**config.mk**
```make
export PLATFORM = sky130hd
export DESIGN_NAME = alu_ctl_decoder
export DESIGN_NICKNAME = d
export VERILOG_FILES = /design/src/rtl/aluctl_pkg.sv /design/src/rtl/aluctl_funct_dec.sv /design/src/rtl/aluctl_class_mux.sv /design/src/rtl/aluctl_sel_reg.sv /design/src/rtl/alu_ctl_decoder.sv
export SDC_FILE = /design/constraint.sdc
export NUM_CORES = 1
export LEC_CHECK = 0
export ABC_CLOCK_PERIOD_IN_PS = 1230
export BUFFER_PORTS_ARGS = -buffer_cell sky130_fd_sc_hd__buf_4
export CAP_MARGIN = 20
export CELL_PAD_IN_SITES_DETAIL_PLACEMENT = 1
export CELL_PAD_IN_SITES_GLOBAL_PLACEMENT = 2
export CORE_AREA = 2 2 39 41
export DETAILED_ROUTE_END_ITERATION = 7
export DIE_AREA = 0 0 41 43
export PLACE_DENSITY_LB_ADDON = 0.1
export SKIP_LAST_GASP = 1
export SLEW_MARGIN = 20
export SYNTH_ARGS = -nofsm -noshare
export SYNTH_HDL_FRONTEND = slang
export SYNTH_HIERARCHICAL = 1
export SYNTH_SLANG_ARGS = --single-unit
export TNS_END_PERCENT = 5
```
**constraint.sdc**
```tcl
create_clock -name clk -period 1.23 [get_ports clk]
set_input_delay 0.123 -clock clk [delete_from_list [all_inputs] [get_ports clk]]
set_output_delay 0.123 -clock clk [all_outputs]
set_load 0.01 [all_outputs]
```
**src/rtl/aluctl_pkg.sv**
```systemverilog
package aluctl_pkg;
    localparam int CLASS_W = 2;
    localparam int FUNCT_W = 6;
    localparam int SEL_W   = 4;

    typedef enum logic [SEL_W-1:0] {
        SEL_AND = 4'b0000,
        SEL_OR  = 4'b0001,
        SEL_ADD = 4'b0010,
        SEL_SUB = 4'b0110,
        SEL_SLT = 4'b0111,
        SEL_NOR = 4'b1100
    } alu_sel_e;

    typedef enum logic [CLASS_W-1:0] {
        CLS_MEM = 2'b00,
        CLS_BEQ = 2'b01,
        CLS_REG = 2'b10,
        CLS_RSV = 2'b11
    } op_class_e;

    localparam logic [FUNCT_W-1:0] FN_ADD = 6'b100000;
    localparam logic [FUNCT_W-1:0] FN_SUB = 6'b100010;
    localparam logic [FUNCT_W-1:0] FN_AND = 6'b100100;
    localparam logic [FUNCT_W-1:0] FN_OR  = 6'b100101;
    localparam logic [FUNCT_W-1:0] FN_SLT = 6'b101010;

    typedef struct packed {
        alu_sel_e sel;
    } sel_stage_t;
endpackage

```
**src/rtl/aluctl_funct_dec.sv**
```systemverilog
module aluctl_funct_dec
    import aluctl_pkg::*;
(
    input  logic [FUNCT_W-1:0] funct,
    output alu_sel_e           fn_sel
);
    always_comb begin
        case (funct)
            FN_ADD:  fn_sel = SEL_ADD;
            FN_SUB:  fn_sel = SEL_SUB;
            FN_AND:  fn_sel = SEL_AND;
            FN_OR:   fn_sel = SEL_OR;
            FN_SLT:  fn_sel = SEL_SLT;
            default: fn_sel = SEL_ADD;
        endcase
    end
endmodule

```
**src/rtl/aluctl_class_mux.sv**
```systemverilog
module aluctl_class_mux
    import aluctl_pkg::*;
(
    input  logic [CLASS_W-1:0] op_class,
    input  alu_sel_e           fn_sel,
    output alu_sel_e           sel
);
    always_comb begin
        case (op_class_e'(op_class))
            CLS_MEM: sel = SEL_ADD;
            CLS_BEQ: sel = SEL_SUB;
            CLS_REG: sel = fn_sel;
            default: sel = SEL_ADD;
        endcase
    end
endmodule

```
**src/rtl/aluctl_sel_reg.sv**
```systemverilog
module aluctl_sel_reg
    import aluctl_pkg::*;
(
    input  logic     clk,
    input  logic     rst_n,
    input  alu_sel_e sel_in,
    output alu_sel_e sel_out
);
    sel_stage_t stage_d;
    sel_stage_t stage_q;

    always_comb begin
        stage_d     = stage_q;
        stage_d.sel = sel_in;
    end

    always_ff @(posedge clk or negedge rst_n) begin
        if (!rst_n) begin
            stage_q <= '{sel: SEL_ADD};
        end else begin
            stage_q <= stage_d;
        end
    end

    assign sel_out = stage_q.sel;
endmodule

```
**src/rtl/alu_ctl_decoder.sv**
```systemverilog
module alu_ctl_decoder
    import aluctl_pkg::*;
(
    input  logic               clk,
    input  logic               rst_n,
    input  logic [CLASS_W-1:0] op_class,
    input  logic [FUNCT_W-1:0] funct,
    output logic [SEL_W-1:0]   alu_sel,
    output logic [SEL_W-1:0]   alu_sel_q
);
    alu_sel_e fn_sel;
    alu_sel_e comb_sel;
    alu_sel_e reg_sel;

    aluctl_funct_dec u_funct_dec (
        .funct  (funct),
        .fn_sel (fn_sel)
    );

    aluctl_class_mux u_class_mux (
        .op_class (op_class),
        .fn_sel   (fn_sel),
        .sel      (comb_sel)
    );

    aluctl_sel_reg u_sel_reg (
        .clk     (clk),
        .rst_n   (rst_n),
        .sel_in  (comb_sel),
        .sel_out (reg_sel)
    );

    assign alu_sel   = comb_sel;
    assign alu_sel_q = reg_sel;
endmodule

```
# After elaboration in Yosys (flattened, before gate mapping)
# Cells that the tools add are included.
# W data, S select, Z words.
# classes
muxes	2
n_eq_ne	6
# ops
operator	count
$eq A6 B6 Y1 const B	4
$pmux W3 S4	1
$pmux W3 S2	1
$eq A2 B1 Y1 const B	1
$eq A2 B2 Y1 const B	1
# totals
out_inout_bits	8
inputBits	10
regBits	3

# Logic depth before layout (Yosys ltp)
# Gate-level depths: netlist (run 1).
# logic_depth
depth_word	3
mapped_depth	4
mapped_depth_nobuf	4

# Modules after synthesis
# The synthesis (run 1) kept the hierarchy.
# by_module_without_submodules
module	cells_per_inst	n_inst	seq_area_each_um2	area_per_inst_um2
aluctl_sel_reg	4	1	101.3	101.3
aluctl_funct_dec	9	1	0.0	71.3
aluctl_class_mux	9	1	0.0	65.1

# Worst setup path after synthesis (run 1)
# No wires, ideal clock.
# synth_timing
path_type	input port to output port
start	in funct[5]
end	out alu_sel[2]
n_path_buf	0
slack_ns	0.353
stages	4
arrival_ns	0.754
cell_sequence	nor2b_1 -> and4bb_2 -> a21oi_1 -> nor2_1
# synth_between
elab_chain_len	3
elab_cells_between_ends	6
cone_classes	eq/ne: 4; mux: 2
# synth_rtl
element	line	source
from (decl)	alu_ctl_decoder.sv:7	input logic [FUNCT_W-1:0] funct,
$eq A6 B6 Y1	aluctl_funct_dec.sv:8	case (funct)
$pmux W3 S4 (*)	aluctl_funct_dec.sv:8	
net fn_sel[2]	alu_ctl_decoder.sv:11	alu_sel_e fn_sel;
$pmux W3 S2 (*)	aluctl_class_mux.sv:9	case (op_class_e'(op_class))
to (decl)	alu_ctl_decoder.sv:8	output logic [SEL_W-1:0] alu_sel,
# Mark *: on every way through the listed nets, which the timed path passes. The rest lies on a longest branch.

# Worst setup path after layout (run 1)
# layout_timing
start	in op_class[0]
end	out alu_sel[1]
# layout_between
elab_chain_len	2
elab_cells_between_ends	3
cone_classes	eq/ne: 2; mux: 1
# layout_rtl
element	line	source
from (decl)	alu_ctl_decoder.sv:6	input logic [CLASS_W-1:0] op_class,
$eq A2 B2 Y1 or $eq A2 B1 Y1 (tied branches)	aluctl_class_mux.sv:9	
$pmux W3 S2 (*)	aluctl_class_mux.sv:9	
# Mark *: on every way between the ends. The rest lies on a longest branch, timed or not.

==> results of run 1 <==
-- cell type report --
class	instances	area, µm²
clock buffer	4	26.3
fill	166	975
inverter	2	7.51
multi-input combinational	15	124
sequential	4	101
tap	16	20.0
timing repair buffer	17	130
-- cells by family (layout without fill, tap and decap cells) --
logic type / Yosys count / count (layout)
fa+ha+maj: 2 / 2
other cells: 1 / 1
flops: 4 / 4
compound gates: 3 / 3
buf+inv: 3 / 23
simple gates: 9 / 9
-- cells in the final DEF (no fill, tap or decap), drive strengths merged --
cell / instances
nand3: 1
nor2b: 1
dfstp: 1
a211o: 1
dlygate4sd3: 1
inv: 2
dfrtp: 3
a21oi: 1
buf: 16
and2: 2
nor2: 2
conb: 1
and4bb: 3
o21a: 1
clkbuf: 4
ha: 2
-- timing repair --
item                                    in CTS  in global routing
gates resized for setup                      0                  1
endpoints found under the hold margin        4                  0
endpoints found under the setup margin       0                  1
hold buffers                                 1                  0
-- worst paths after layout --
check                                       end  slack, ps  cells past startpoint
max                                  alu_sel[1]        110                      5
min                        u_sel_reg/sel_out[2]        200                      3
min in group asynchronous  u_sel_reg/sel_out[3]        220                      2
max in group asynchronous  u_sel_reg/sel_out[1]        820                      2
-- power by group --
| part | internal, mW | leakage [nW] | total (mW) | switching (mW) |
|---|---|---|---|---|
| Combinational | 0.0478 | 0.152 | 0.0819 | 0.0341 |
| Clock | 0.122 | 0.0150 | 0.179 | 0.0575 |
| Sequential | 0.141 | 0.0514 | 0.142 | 0.00152 |
| Total | 0.311 | 0.219 | 0.404 | 0.0930 |
-- metal layers --
layer	up-vias	GRT usage [%]	share of wire, %
met1	109	10.0	38
met4	0	6.00	0
met2	10	13.1	53
li1	114	-	-
met3	0	3.14	8.2
met5	-	0	0
==> key figures, run 1 <==
Worst hold path
  • Worst Min Path Start: op_class[1]
  • Hold WC Path Type: input pin to register

Synthesis
  • Fraction of the yosys area taken by sequential cells: 42.6%
  • Simple-Gate Fraction of Synth Area: 30.0%
  • Library cells used by synthesis: 15
  • Number of nets in the synthesized netlist: 34
  • Synth top area cells: sky130_fd_sc_hd__dfrtp_1 (32%), sky130_fd_sc_hd__dfstp_2 (11%), sky130_fd_sc_hd__and4bb_1 (11%)
  • Number of instances in the synthesized netlist: 22
  • Flops & latches, synth: 4
  • Share of the synthesized area in the top cell type: 31.6%
  • Cell area after synthesis: 238 µm²
  • EDFF count, synth: 0
  • Compound-Gate Fraction of Synth Area: 8.95%
  • Most instantiated flip-flop cell in the synthesis netlist: sky130_fd_sc_hd__dfrtp_1
  • Post-synth ARST share: 100%
  • Share of synthesized area spent on multiplexers: 0%
  • Library cell with the highest instance count after synthesis: sky130_fd_sc_hd__dfrtp_1
  • Average cell area after synthesis: 10.8 µm²
  • Yosys warns: 6
  • Cell taking the most area after synthesis: sky130_fd_sc_hd__dfrtp_1
  • Post-synthesis adder-cell area fraction: 10.5%
  • Combinational family with the most area after synthesis: simple AND/OR/NAND/NOR gates
  • Xor and xnor area share after synthesis: 0%

Die
  • Die Y-Extent: 43 µm
  • Starting utilization of the core area: 17.2%
  • Count of standard-cell rows: 14
  • Die Width: 41 µm
  • Area inside the core boundary: 0.00138 mm²
  • Count of boundary I/O pins: 18
  • Die area: 0.00176 mm²

STA
  • Final critical path time including I/O delays and setup: 1120 ps
  • Accumulated negative setup slack: 0 ps
  • Slew Viols, Final: 0
  • Final setup violation count: 0
  • Final hold violation count: 0
  • Final period util: 91.0%
  • Worst hold slack: 204 ps
  • Final WS setup: 111 ps
  • Unrepaired setup endpoints after global routing: no
  • Highest achievable clock rate: 0.894 GHz

Setup path
  • Sequence of cells on the critical path: buf_4, inv_1, ha_1, a211o_1, buf_4
  • Crit. End Element: primary output
  • Combined buffer and inverter count along the critical path: 3
  • Max Fanout on Critical Path: 2
  • Library cell contributing the largest single delay on the critical path: sky130_fd_sc_hd__a211o_1
  • Arrival time at the worst endpoint: 1000 ps
  • CP required: 1110 ps
  • Start-to-end type of the worst setup path: input pin to primary output
  • Largest delay contributor family on the critical path: compound AO/OA/AOI/OAI gates
  • Crit-path max cell delay: 300 ps
  • Type of element launching the critical path: input pin
  • CP startpoint: op_class[0]
  • Critical Path Most Common Cell: sky130_fd_sc_hd__buf_4

Power
  • Max rail drop VDD: 0.349 mV
  • Power density cells: 987 mW/mm²
  • Static power due to leakage: 0.219 nW
  • Design Power: 0.404 mW

Finish
  • Fraction of layout cells with a size suffix above 1: 57.1%
  • Area growth, synth to finish: 72.1%
  • Flip-flop count of the largest register after layout: 4
  • Final net count: 55
  • Final Non-Filler Cells: 58
  • Area of all placed cells without fillers: 409 µm²
  • Fraction of the core area covered by cells at the end of the flow: 29.6%
  • Ant. Diodes: 0

Placed design
  • Quantity of I/O buffers inserted on ports: 16
  • Placed instance area: 370 µm²
  • Cell Count Post-Placement: 53
  • Weighted congestion at the end of routability-driven global placement: 0.661
  • Placed wire-length estimate after detailed placement: 514 µm
  • Pre-CTS setup slack: 70.7 ps

Clock tree
  • Htree depth: 1
  • Buffers inserted during post-CTS setup optimization: 0
  • Clock edge transition at the registers on the reported setup and hold paths: 40 ps
  • TritonCTS buffer count: 3
  • Buffers from clock root to sink, at most: 2
  • Clock tree from TritonCTS: yes
  • Root Driver: sky130_fd_sc_hd__clkbuf_4
  • Clk sinks: 4

GRT
  • Combined global-route utilization of all metal layers: 8.85%
  • Number of antenna violations at the first check in global routing: 0
  • Maximum number of pins on one net before global-route repair: 5
  • Wire length of the first global-routing pass: 1040 µm
  • Via count of the first global-routing pass: 232
  • Remaining global-route overflow: 0

Detailed routing
  • Detailed Route Iter0 Violations: 1
  • Avg WL per Cell: 10.5 µm
  • Residual DRC: 0
  • Total wirelength of the detailed-routed design: 608 µm
  • Count of nets left with antenna violations after detail routing: 0
  • Number of iterations in the first detailed-routing pass: 2
  • Via density: 4.02
  • Via total after detailed routing: 233

Flow run
  • Maximum Capacitance Violations: 0

Outcome
  • Result of the run: complete, no violations
No activity file was read; power rests on OpenSTA's default activity.
==> run 2: changes to the inputs <==
--- a/config.mk
+++ b/config.mk
@@ -5,14 +5,15 @@
 export SDC_FILE = /design/constraint.sdc
 export NUM_CORES = 1
 export LEC_CHECK = 0
+export ABC_AREA = 1
 export ABC_CLOCK_PERIOD_IN_PS = 1230
 export BUFFER_PORTS_ARGS = -buffer_cell sky130_fd_sc_hd__buf_4
 export CAP_MARGIN = 20
 export CELL_PAD_IN_SITES_DETAIL_PLACEMENT = 1
 export CELL_PAD_IN_SITES_GLOBAL_PLACEMENT = 2
-export CORE_AREA = 2 2 39 41
+export CORE_MARGIN = 2
+export CORE_UTILIZATION = 19
 export DETAILED_ROUTE_END_ITERATION = 7
-export DIE_AREA = 0 0 41 43
 export PLACE_DENSITY_LB_ADDON = 0.1
 export SKIP_LAST_GASP = 1
 export SLEW_MARGIN = 20
==> key figures, run 2 <==
Finish
  • Sequential cell area: 101 µm²
  • Flip-flop count of the largest register after layout: 4
  • Ant. Diodes: 0
  • Multi-input combinational cell area: 118 µm²
  • Commonest non-fill, non-tap cell in the layout: sky130_fd_sc_hd__buf_4
  • Fraction of layout cells with a size suffix above 1: 42.9%
  • Most used cells in the layout excluding fill and tap cells: sky130_fd_sc_hd__buf_4 (16), sky130_fd_sc_hd__inv_1 (10), sky130_fd_sc_hd__nand2_1 (7), sky130_fd_sc_hd__nor2_1 (4)
  • Area growth, synth to finish: 63.5%
  • Final net count: 69
  • Filler Cells Inserted: 174

Placed design
  • Quantity of I/O buffers inserted on ports: 16
  • Placed wire-length estimate after detailed placement: 577 µm
  • Weighted congestion at the end of routability-driven global placement: 0.614

STA
  • Final critical path time including I/O delays and setup: 999 ps
  • Final setup violation count: 0
  • Unrepaired setup endpoints after global routing: no
  • Highest achievable clock rate: 1.00 GHz
  • Slew Viols, Final: 0
  • Final hold violation count: 0
  • Final period util: 81.3%
  • Worst hold slack: 189 ps
  • Accumulated negative setup slack: 0 ps

Clock tree
  • Htree depth: 1
  • Root Driver: sky130_fd_sc_hd__clkbuf_4
  • Buffers inserted during post-CTS setup optimization: 0
  • Buffers from clock root to sink, at most: 2
  • Clock tree from TritonCTS: yes
  • Clk sinks: 4
  • Number of hold-repair buffers added at the cts stage: 1
  • TritonCTS buffer count: 3
  • Cts repair resizes: 0
  • Clock edge transition at the registers on the reported setup and hold paths: 40 ps

Synthesis
  • Yosys warns: 6
  • Number of nets in the synthesized netlist: 48
  • Cell area after synthesis: 264 µm²
  • Most instantiated flip-flop cell in the synthesis netlist: sky130_fd_sc_hd__dfrtp_1
  • Library cell with the highest instance count after synthesis: sky130_fd_sc_hd__inv_1
  • Average cell area after synthesis: 7.33 µm²
  • Number of instances in the synthesized netlist: 36
  • Synth top cells by count: sky130_fd_sc_hd__inv_1 (10), sky130_fd_sc_hd__nand2_1 (7), sky130_fd_sc_hd__nor2_1 (4)
  • Library cells used by synthesis: 12
  • Share of the synthesized area in the top cell type: 28.4%
  • EDFF count, synth: 0
  • Fraction of the yosys area taken by sequential cells: 38.4%
  • Post-synth ARST share: 100%
  • Synth top area cells: sky130_fd_sc_hd__dfrtp_1 (28%), sky130_fd_sc_hd__inv_1 (14%), sky130_fd_sc_hd__dfstp_2 (10%)
  • Flops & latches, synth: 4
  • Cell taking the most area after synthesis: sky130_fd_sc_hd__dfrtp_1

Flow run
  • Maximum Capacitance Violations: 0

GRT
  • Maximum number of pins on one net before global-route repair: 5
  • Remaining global-route overflow: 0
  • Wire length of the first global-routing pass: 959 µm
  • Number of antenna violations at the first check in global routing: 0
  • Combined global-route utilization of all metal layers: 9.43%
  • Via count of the first global-routing pass: 267

Power
  • Static power due to leakage: 0.261 nW
  • Power density cells: 966 mW/mm²
  • Max rail drop VDD: 0.229 mV

Outcome
  • Result of the run: complete, no violations

Die
  • Die Width: 41.3 µm
  • Count of standard-cell rows: 13
  • Die Y-Extent: 41.3 µm
  • Area inside the core boundary: 0.00130 mm²
  • Count of boundary I/O pins: 18
  • Starting utilization of the core area: 20.3%
  • Die area: 0.00170 mm²

Setup path
  • Type of element launching the critical path: input pin
  • Critical Path Most Common Cell: sky130_fd_sc_hd__buf_4
  • Combined buffer and inverter count along the critical path: 3
  • Sequence of cells on the critical path: buf_4, inv_1, ha_1, nor2_1, nand2_1, buf_4
  • Arrival time at the worst endpoint: 880 ps
  • Largest delay contributor family on the critical path: adder cells
  • Library cell contributing the largest single delay on the critical path: sky130_fd_sc_hd__ha_1
  • Max Fanout on Critical Path: 2
  • Crit. End Element: primary output
  • Crit-path max cell delay: 310 ps
  • CP required: 1110 ps
  • Start-to-end type of the worst setup path: input pin to primary output

Detailed routing
  • Via density: 3.79
  • Avg WL per Cell: 9.03 µm
  • Via total after detailed routing: 269
  • Detailed Route Iter0 Violations: 0
  • Number of iterations in the first detailed-routing pass: 1
  • Total wirelength of the detailed-routed design: 641 µm
  • Count of nets left with antenna violations after detail routing: 0
  • Residual DRC: 0

Worst hold path
  • Hold WC Path Type: input pin to register
==> run 2: cell families (layout without fill, tap and decap cells) <==
logic type,after synthesis,count (layout),share of synthesized area [%]
and+or+nand+nor,17,17,30.3
buffers and inverters,11,31,17.1
adders and majority gates,2,2,9.48
DFF,4,4,38.4
other,1,1,1.42
AOI/OAI and AO/OA,1,1,3.32
==> run 2: layout make-up <==
class	count	area share (%)
tap	15	4.35
inverter	10	8.70
clock buffer	4	6.09
multi-input combinational	21	27.2
sequential	4	23.5
timing repair buffer	17	30.1
==> run 2: final timing paths <==
path	slack, ps	endpoint	startpoint	cells past startpoint
hold / removal	190	u_sel_reg/sel_out[2]	funct[2]	4
min in group asynchronous	210	u_sel_reg/sel_out[0]	rst_n	2
max in group asynchronous	820	u_sel_reg/sel_out[1]	rst_n	2
setup / recovery	230	alu_sel[1]	op_class[0]	6
==> run 2: worst min-delay path, delay by kind of cell <==
family                 cells  cell delay [ps]
AOI/OAI and AO/OA          1               60
buffers and inverters      1               90
and+or+nand+nor            2              110
==> run 2: routing by layer <==
layer | part of all wire, % | track usage (%)
met1 | 31 | 6.39
met5 | 0 | 0
met4 | 0 | 9.68
met2 | 58 | 18.4
met3 | 12 | 3.26
==> run 2: per-stage QoR <==
stage                     worst slack [ps]  util, %  total power [mW]  cell area (µm²)  std cells
after floorplan                        480        -             0.183              264         36
after global placement                 233     30.4             0.230              395         66
after detailed placement               223     30.4             0.233              395         66
after CTS                              223     33.2             0.430              432         71
after global routing                   155     33.2             0.448              432         71
final                                  231     33.2             0.417              432         71
==> run 2: power breakdown <==
part / switching (mW) / total (mW) / internal, mW / leakage, nW
Combinational: 0.0427 / 0.0898 / 0.0470 / 0.194
Clock: 0.0625 / 0.185 / 0.122 / 0.0150
Sequential: 0.00145 / 0.142 / 0.141 / 0.0514
Total: 0.107 / 0.417 / 0.310 / 0.261
==> run 3: changes to the inputs <==
--- a/config.mk
+++ b/config.mk
@@ -5,14 +5,14 @@
 export SDC_FILE = /design/constraint.sdc
 export NUM_CORES = 1
 export LEC_CHECK = 0
-export ABC_AREA = 1
-export ABC_CLOCK_PERIOD_IN_PS = 1230
+export ABC_AREA = 0
+export ABC_CLOCK_PERIOD_IN_PS = 900
 export BUFFER_PORTS_ARGS = -buffer_cell sky130_fd_sc_hd__buf_4
 export CAP_MARGIN = 20
 export CELL_PAD_IN_SITES_DETAIL_PLACEMENT = 1
 export CELL_PAD_IN_SITES_GLOBAL_PLACEMENT = 2
 export CORE_MARGIN = 2
-export CORE_UTILIZATION = 19
+export CORE_UTILIZATION = 17
 export DETAILED_ROUTE_END_ITERATION = 7
 export PLACE_DENSITY_LB_ADDON = 0.1
 export SKIP_LAST_GASP = 1
==> constraint.sdc (replaced) <==
create_clock -name clk -period 0.9 [get_ports clk]
set_input_delay 0.09 -clock clk [delete_from_list [all_inputs] [get_ports clk]]
set_output_delay 0.09 -clock clk [all_outputs]
set_load 0.01 [all_outputs]
==> key figures, run 3 (synthesis results as in run 1) <==
Outcome
  • Result of the run: complete, but fails checks
  • Violations in the final reports: negative setup slack

Placed design
  • Quantity of I/O buffers inserted on ports: 16
  • Placed wire-length estimate after detailed placement: 521 µm
  • Weighted congestion at the end of routability-driven global placement: 0.595
  • Placed instance area: 369 µm²

STA
  • Unrepaired setup endpoints after global routing: yes
  • Final setup violation count: 4
  • Final period util: 106%
  • Final hold violation count: 0
  • Slew Viols, Final: 0
  • Highest achievable clock rate: 1.05 GHz
  • Final WS setup: -54.3 ps
  • Final critical path time including I/O delays and setup: 954 ps

Finish
  • Most used cells in the layout excluding fill and tap cells: sky130_fd_sc_hd__buf_4 (15), sky130_fd_sc_hd__buf_6 (4), sky130_fd_sc_hd__clkbuf_4 (3), sky130_fd_sc_hd__dfrtp_1 (3), sky130_fd_sc_hd__and4bb_1 (2)
  • Ant. Diodes: 0
  • Area growth, synth to finish: 111%
  • Flip-flop count of the largest register after layout: 4
  • Final net count: 59
  • Filler Cells Inserted: 152
  • Fraction of the core area covered by cells at the end of the flow: 38.5%
  • Multi-input combinational cell area: 161 µm²
  • Area of all placed cells without fillers: 500 µm²
  • Fraction of layout cells with a size suffix above 1: 73.9%
  • Sequential cell area: 101 µm²
  • Commonest non-fill, non-tap cell in the layout: sky130_fd_sc_hd__buf_4

Die
  • Die Width: 41.4 µm
  • Count of standard-cell rows: 13
  • Die area: 0.00171 mm²
  • Count of boundary I/O pins: 18
  • Area inside the core boundary: 0.00130 mm²
  • Die Y-Extent: 41.4 µm
  • Starting utilization of the core area: 18.3%

Flow run
  • Maximum Capacitance Violations: 0

GRT
  • Via count of the first global-routing pass: 256
  • Number of antenna violations at the first check in global routing: 0
  • Maximum number of pins on one net before global-route repair: 5
  • Wire length of the first global-routing pass: 1050 µm
  • Remaining global-route overflow: 0
  • Combined global-route utilization of all metal layers: 10.0%

Power
  • Power density cells: 1210 mW/mm²
  • Static power due to leakage: 0.251 nW
  • Max rail drop VDD: 0.282 mV

Detailed routing
  • Count of nets left with antenna violations after detail routing: 0
  • Avg WL per Cell: 10.9 µm
  • Residual DRC: 0
  • Via total after detailed routing: 245
  • Number of iterations in the first detailed-routing pass: 2
  • Detailed Route Iter0 Violations: 2
  • Via density: 4.02
  • Total wirelength of the detailed-routed design: 665 µm

Setup path
  • Library cell contributing the largest single delay on the critical path: sky130_fd_sc_hd__a211o_1
  • Sequence of cells on the critical path: buf_6, inv_4, ha_4, a211o_1, buf_6
  • Arrival time at the worst endpoint: 860 ps
  • Type of element launching the critical path: input pin
  • Max Fanout on Critical Path: 2
  • Start-to-end type of the worst setup path: input pin to primary output
  • Critical Path Most Common Cell: sky130_fd_sc_hd__buf_6
  • CP required: 810 ps
  • Crit-path max cell delay: 300 ps
  • Crit. End Element: primary output
  • CP startpoint: op_class[0]

Clock tree
  • Clk sinks: 4
  • Root Driver: sky130_fd_sc_hd__clkbuf_4
  • Clock edge transition at the registers on the reported setup and hold paths: 40 ps
  • Buffers from clock root to sink, at most: 2
  • Clock tree from TritonCTS: yes
  • TritonCTS buffer count: 3
  • Htree depth: 1

Worst hold path
  • Hold WC Path Type: input pin to asynchronous set/reset pin
## run 3: changes by cell type in the layout (fill, tap and decap cells not counted), moves of 2 or more
cell and delta:
sky130_fd_sc_hd__nand3_1 -3, sky130_fd_sc_hd__nand2_1 -7, sky130_fd_sc_hd__buf_6 +4, sky130_fd_sc_hd__nor2_1 -4, sky130_fd_sc_hd__inv_1 -9, sky130_fd_sc_hd__and4bb_1 +2
## run 3: what timing repair did
action / in CTS / in global routing
hold buffers: 1 / 0
buffers inserted: 2 / 2
hold endpoints to repair: 4 / 0
endpoints found under the setup margin: 4 / 4
pin swaps: 5 / 8
gates resized for setup: 9 / 8
## run 3: final cells by class
class,count,area share (%)
inverter,2,2.00
multi-input combinational,15,32.3
sequential,4,20.2
clock buffer,4,5.25
timing repair buffer,21,36.5
tap,15,3.75
## run 3: power by group
part	switching [mW]	total, mW	internal, mW
Combinational	0.0637	0.169	0.105
Clock	0.0759	0.242	0.167
Sequential	0.00206	0.195	0.193
## run 3: metal layers
| layer | routed length [µm] | share of wire [%] | GRT usage, % | up-vias |
|---|---|---|---|---|
| li1 | - | - | - | 121 |
| met1 | 240 | 36 | 11.0 | 114 |
| met2 | 377 | 57 | 15.6 | 10 |
| met3 | 47 | 7.1 | 2.13 | 0 |
| met4 | 0 | 0 | 9.68 | 0 |
| met5 | 0 | 0 | 0 | - |
## run 3: worst max-delay path by stage
stage | cells past startpoint | slack [ps] | to
2_1_floorplan | 4 | 70 | u_sel_reg/sel_out[2]
3_3_place_gp | 5 | -140 | alu_sel[1]
3_5_place_dp | 5 | -160 | alu_sel[1]
4_1_cts | 6 | -80 | alu_sel[2]
5_1_grt | 5 | -90 | alu_sel[1]
6_report | 5 | -50 | alu_sel[1]
## run 3: worst max-delay path: cells and delay by family
family | cells | cell delay [ps]
AOI/OAI and AO/OA | 1 | 300
buffers and inverters | 3 | 280
adders and majority gates | 1 | 190
## run 3: stage by stage
step | setup TNS (ps) | std cells | total power, mW | worst slack [ps] | hold WS (ps)
6_report | -163 | 61 | 0.606 | -54.3 | 188
5_1_grt | -314 | 61 | 0.655 | -85.8 | 202
4_1_cts | -269 | 59 | 0.586 | -79.1 | 179
3_5_place_dp | -456 | 52 | 0.306 | -165 | -112
3_3_place_gp | -358 | 52 | 0.302 | -137 | -114
2_1_floorplan | 0 | 22 | 0.240 | 68.7 | -206
